File: src/rtl/rq_pkg.sv
// Shared types of the result queue checker.
// Assumes nothing beyond IEEE 1800-2017.
package rq_pkg;
    // Check sequencer state: waiting to hand out the head, or waiting for its result.
    typedef enum logic {
        CK_ISSUE = 1'b0,
        CK_WAIT  = 1'b1
    } ck_state_e;
endpackage

File: src/rtl/rq_check_ctrl.sv
// Check sequencer: hands the head entry to the trailing side, collects the
// re-executed result(s), and decides commit or squash.
// Assumes: only one re-execution outstanding at a time; the head stays
// stable while a result is awaited.
module rq_check_ctrl
    import rq_pkg::*;
#(
    parameter int INSN_W = 32,
    parameter int DATA_W = 32,
    parameter int AW     = 9
) (
    input  logic              clk,
    input  logic              rst_n,
    input  logic              head_valid,
    input  logic [INSN_W-1:0] head_insn,
    input  logic [DATA_W-1:0] head_res,
    input  logic              head_inv,
    input  logic [AW-1:0]     head_idx,
    input  logic              hold,
    input  logic              issue_ready,
    input  logic              rex_valid,
    input  logic [DATA_W-1:0] rex_result,
    output logic              issue_valid,
    output logic [INSN_W-1:0] issue_insn,
    output logic              issue_second,
    output logic              pop,
    output logic              squash,
    output logic              commit_valid,
    output logic [INSN_W-1:0] commit_insn,
    output logic [DATA_W-1:0] commit_result,
    output logic              mismatch,
    output logic [AW-1:0]     mismatch_idx
);
    ck_state_e         state;
    logic              second;
    logic [DATA_W-1:0] first_res;
    logic              take, resolve, want_copy, agree;
    logic [DATA_W-1:0] golden;

    // Decode handshakes and the comparison for the head entry.
    always_comb begin
        issue_valid = (state == CK_ISSUE) && head_valid && !hold;
        take        = issue_valid && issue_ready;
        resolve     = (state == CK_WAIT) && rex_valid;
        want_copy   = head_inv && !second;
        golden      = head_inv ? first_res : head_res;
        agree       = (golden == rex_result);
        pop         = resolve && !want_copy && agree;
        squash      = resolve && !want_copy && !agree;
    end

    assign issue_insn   = head_insn;
    assign issue_second = second;

    // Sequence issue / wait and remember the first copy of an untrusted entry.
    always_ff @(posedge clk) begin
        if (!rst_n) begin
            state     <= CK_ISSUE;
            second    <= 1'b0;
            first_res <= '0;
        end else if (take) begin
            state <= CK_WAIT;
        end else if (resolve) begin
            state  <= CK_ISSUE;
            second <= want_copy;
            if (want_copy) first_res <= rex_result;
        end
    end

    // Register the commit and mismatch reports.
    always_ff @(posedge clk) begin
        if (!rst_n) begin
            commit_valid  <= 1'b0;
            commit_insn   <= '0;
            commit_result <= '0;
            mismatch      <= 1'b0;
            mismatch_idx  <= '0;
        end else begin
            commit_valid <= pop;
            mismatch     <= squash;
            if (pop) begin
                commit_insn   <= head_insn;
                commit_result <= rex_result;
            end
            if (squash) mismatch_idx <= head_idx;
        end
    end

    a_r4_second_only_untrusted: assert property (@(posedge clk) disable iff (!rst_n)
        (issue_valid && issue_second) |-> head_inv);
    a_r6_single_pulse: assert property (@(posedge clk) disable iff (!rst_n)
        mismatch |=> !mismatch);
    a_r5_commit_excludes_mismatch: assert property (@(posedge clk) disable iff (!rst_n)
        commit_valid |-> !mismatch);
    a_r1_head_present_when_waiting: assert property (@(posedge clk) disable iff (!rst_n)
        (state == CK_WAIT) |-> head_valid);
endmodule

File: config.mk
export PLATFORM = sky130hd
export DESIGN_NAME = rq_check_ctrl
export DESIGN_NICKNAME = d
export VERILOG_FILES = /design/src/rtl/rq_pkg.sv /design/src/rtl/rq_check_ctrl.sv
export SDC_FILE = /design/constraint.sdc
export NUM_CORES = 1
export LEC_CHECK = 0
export ABC_CLOCK_PERIOD_IN_PS = 3100
export BUFFER_PORTS_ARGS = -buffer_cell sky130_fd_sc_hd__buf_2
export CORE_MARGIN = 3
export CORE_UTILIZATION = 43
export DETAILED_ROUTE_END_ITERATION = 8
export PLACE_DENSITY = 0.74
export REMOVE_ABC_BUFFERS = 1
export SYNTH_ARGS = -nofsm -noshare
export SYNTH_HDL_FRONTEND = slang
export SYNTH_SLANG_ARGS = --single-unit
File: constraint.sdc
create_clock -name clk -period 3.1 [get_ports clk]
set_input_delay 0.775 -clock clk [delete_from_list [all_inputs] [get_ports clk]]
set_output_delay 0.775 -clock clk [all_outputs]
set_load 0.01 [all_outputs]
### Word level (Yosys, flattened, before mapping)

Cells that the tools add are included.

* flip-flop bits (word level): 109
* bits in latches: 0
* RAM bits: 0
* memory bits (read-only): 0
* bits of input ports: 112
* output and inout port bits: 111
* logic and storage cells: 29
* memories kept: 0

* add/subtract/negate cells: 0
* multiply operators: 0
* divide/modulo/power cells: 0
* magnitude comparators: 0
* equal/unequal tests: 1
* shift operators: 0
* muxes and demuxes: 3
* bitwise operators: 2
* reduce and logical (&&, ||, !) cells: 15

Operator list (count)
* equality test 32 bit: 1
* 2-to-1 mux 32 bit: 1
* logical AND 1 bit: 8
* logical NOT 1 bit: 4
* AND reduction 3 bit: 1
* 2-to-1 mux 1 bit: 2
* NOT 1 bit: 2
* AND reduction 2 bit: 1
* nonzero test 2 bit: 1

### Longest topological paths before layout

* word-level depth: 6
* depth in mapped cells: 11
* depth with buffers taken out: 6

### Worst setup path before layout

OpenSTA, ideal clock, no wires.

* kind: input to output
* from: in head_inv
* to: out pop
* data arrival time: 2406 ps
* path slack: -81 ps
* stages: 10
* path buffers: 5
* cell sequence: buf_6 > buf_2 > mux2i_1 > xor2_1 > nand4_1 > nor4_2 > and3b_1 > buf_4 > buf_12 > buf_12

* word-level cells in the longest chain between the ends: 4
* elaborated cells between the ends (all ways): 6
* those cells by class: 1 x eq/ne; 1 x mux; 4 x reduce/logical

RTL lines
* start: declaration: line rq_check_ctrl.sv:17 `input logic head_inv,`
* branches (longest 3 deep; another with 2-to-1 mux 32 bit)
* logical AND 1 bit (*): line rq_check_ctrl.sv:48 `pop = resolve && !want_copy && agree;`
* end: declaration: line rq_check_ctrl.sv:26 `output logic pop,`

Mark *: on every way between the ends.

### Final worst setup path

Ends and elaborated chain as after synthesis.

==> reports/metrics.cfg <==
[cts]
cts-htree-levels = 3
cts_sinks = 109
path_clk_slew_ns = 0.06
tritoncts = yes
cts_root_buffer = clkbuf_16
worstSkewPairLatency_ns = 0.34
cts_made_buffers = 9
clk_path_buf_depth = 2
hold_buffers = 0

[global_routing]
track_usage_pct = 18.8
grt_max_degree = 80
grt_overflow = 0
first_global_vias = 4345
antenna_found_initial = 0
grt_pass1_wl_mm = 20.2

[critical_path]
reg2reg_depth = 8
criticalPathCategory = in -> out
r2r-end = commit_insn[24]
r2r_slack_ns = 0.75
worstPathMaxFanout = 7
cp-startpoint = head_inv
r2r-start = first_res[29]
end_kind = output pin
worst_setup_path_start_kind = primary input
cp.arrival_ns = 2.40
cp.required_ns = 2.32

[routing]
ant_nets = 0
drt-initial-drc-count = 234
avgRoutedWirePerCell_um = 13.9
num_vias = 4414
viasPerCell = 4.85
routed_wl_mm = 12.7
drt-pass1-iter-count = 6
remaining_drc_errors = 0

[timing]
relSlewSlack_pct = 55.9
finalWorstSetupSlack_ns = -0.0782
hold_viol = 0
fin_crit_ns = 3.18
fmax_ghz = 0.315
worst_slew_pin_slew_ns = 0.662
rsz0062_at_grt = true
timing.final.crit_share_pct = 103
fin_skew_ns = 0.00619
drv_slew = 0
finalSetupViolations = 2

[logic_synthesis]
synthCells = 585
synth_ff_type = dfxtp_1
ys_ff_latch = 109
ys_warn_count = 0
syn_avg_cell_area_sq_um = 8.90
synth_cell_type_count = 22
yosysSeqAreaShare_pct = 41.9
synth_edf_count = 0
synth_top_cell_area_share_pct = 41.9
synthArstFlopShare_pct = 0
synthTopCellsByCount = nand2_1 (212), dfxtp_1 (109), mux2i_1 (105), buf_4 (35), a21boi_0 (33)
synth_top_cell_by_area = dfxtp_1
synth_area_leaders = dfxtp_1 (42%), mux2i_1 (20%), nand2_1 (15%), xor2_1 (5.4%), buf_4 (5.0%)
synth_most_common_cell = nand2_1
syn_area_sq_mm = 0.00521

[status]
status = finished, violations left
violations = setup timing

[final_layout]
final_nets = 874
final_layout_size_suffix_gt1_share_pct = 33.8
fin_util_pct = 56.1
area_growth_pct = 25.1
antennaDiodeCount = 0

[floorplanning]
rows = 39
start_util_pct = 44.8
core_sq_mm = 0.0116
die_x_um = 116
ios = 223
fp.dieH_um = 116
die_area_sq_mm = 0.0135

[placed_design]
io_buffers = 222
dpl_worst_slack_ns = -0.207
gp_congestion = 0.767
hpwl_mm = 9.52

[run]
cap_violations = 0

[hold_path]
hp-start = commit_result[19]
hold_path_depth = 2
holdPathEnd = commit_result[19]
min_path_type = reg -> reg

[pwr]
peakVddDrop_v = 0.000194
p_leak_nw = 2.92
pwr_density_cell_mw_per_mm2 = 445

==> power breakdown <==
group	switching (mW)	leakage [nW]	total, mW	internal [mW]
combinational	0.160	1.89	0.299	0.139
clock	0.487	0.153	1.19	0.705
sequential	0.00323	0.878	1.41	1.41
total	0.650	2.92	2.90	2.25
==> logic make-up after synthesis <==
group	after synthesis	share of synthesized area, %
simple gates	232	17.8
flops	109	41.9
mux	105	20.2
buf+inv	72	9.76
compound gates	35	4.95
xor+xnor	32	5.38
==> worst max-delay path by stage <==
stage                     depth (start not counted)  slack (ns)     end
after floorplan                                   5       -1.48     pop
after detailed placement                          8       -0.21  squash
after global routing                              9       -0.16     pop
after global placement                            8       -0.13  squash
final                                             9       -0.08     pop
after CTS                                         9        -0.1     pop
==> placed cells by master, fill, tap and decap left out, types with 2 or more instances in the layout <==
cell,count
buf_6,2
nand2_1,212
clkbuf_16,9
mux2i_2,2
xor2_1,32
buf_12,4
nand4_1,8
a21boi_0,33
mux2i_1,103
dfxtp_1,109
clkbuf_1,2
clkinv_2,3
nor2b_1,2
buf_2,219
buf_4,12
bufinv_16,2
and2_1,2
==> registers in the layout (all words and copies together) (netlist names) <==
signal / flops
commit_insn: 32
issue_second: 1
state: 1
commit_result: 32
commit_valid: 1
mismatch_idx: 9
first_res: 32
mismatch: 1
==> metrics by stage <==
stage	hold WS, ns	cells	power [mW]	area, sq um	setup TNS (ns)
floorplan	0.443	513	1.53	4700	-74.80
global placement	0.439	892	1.72	6140	-0.817
detailed placement	0.446	892	1.73	6140	-4.47
CTS	0.455	910	2.93	6510	-0.140
global route	0.475	910	3.02	6520	-0.262
finish	0.452	910	2.90	6520	-0.0813
==> area by class of cell <==
class / instances / area, sq um
Clock inverter: 5 / 75.1
Clock buffer: 11 / 233
Timing Repair Buffer: 238 / 1300
Multi-Input combinational cell: 404 / 2540
Sequential cell: 109 / 2180
Tap cell: 143 / 179
Fill cell: 1045 / 5100
==> routing by layer <==
metal / share of wire, % / global-route usage [%]
met1: 42 / 22.8
met2: 49 / 32.4
met3: 6.8 / 3.86
met4: 2.0 / 7.66
met5: 0 / 0
==> timing repair <==
action / in CTS / in global routing
setup endpoints to repair: 2 / 2
pin swaps: 6 / 3
buffers inserted: 2 / 0
gates resized for setup: 8 / 1
==> critical path, stage by stage <==
cell     delay, ns
buf_8         0.11
buf_12        0.13
buf_6         0.12
mux2i_2       0.19
xor2_1        0.17
nand4_1       0.18
nor4_4        0.36
and3b_4       0.26
buf_6         0.10
(Power assumes the default switching activity.)
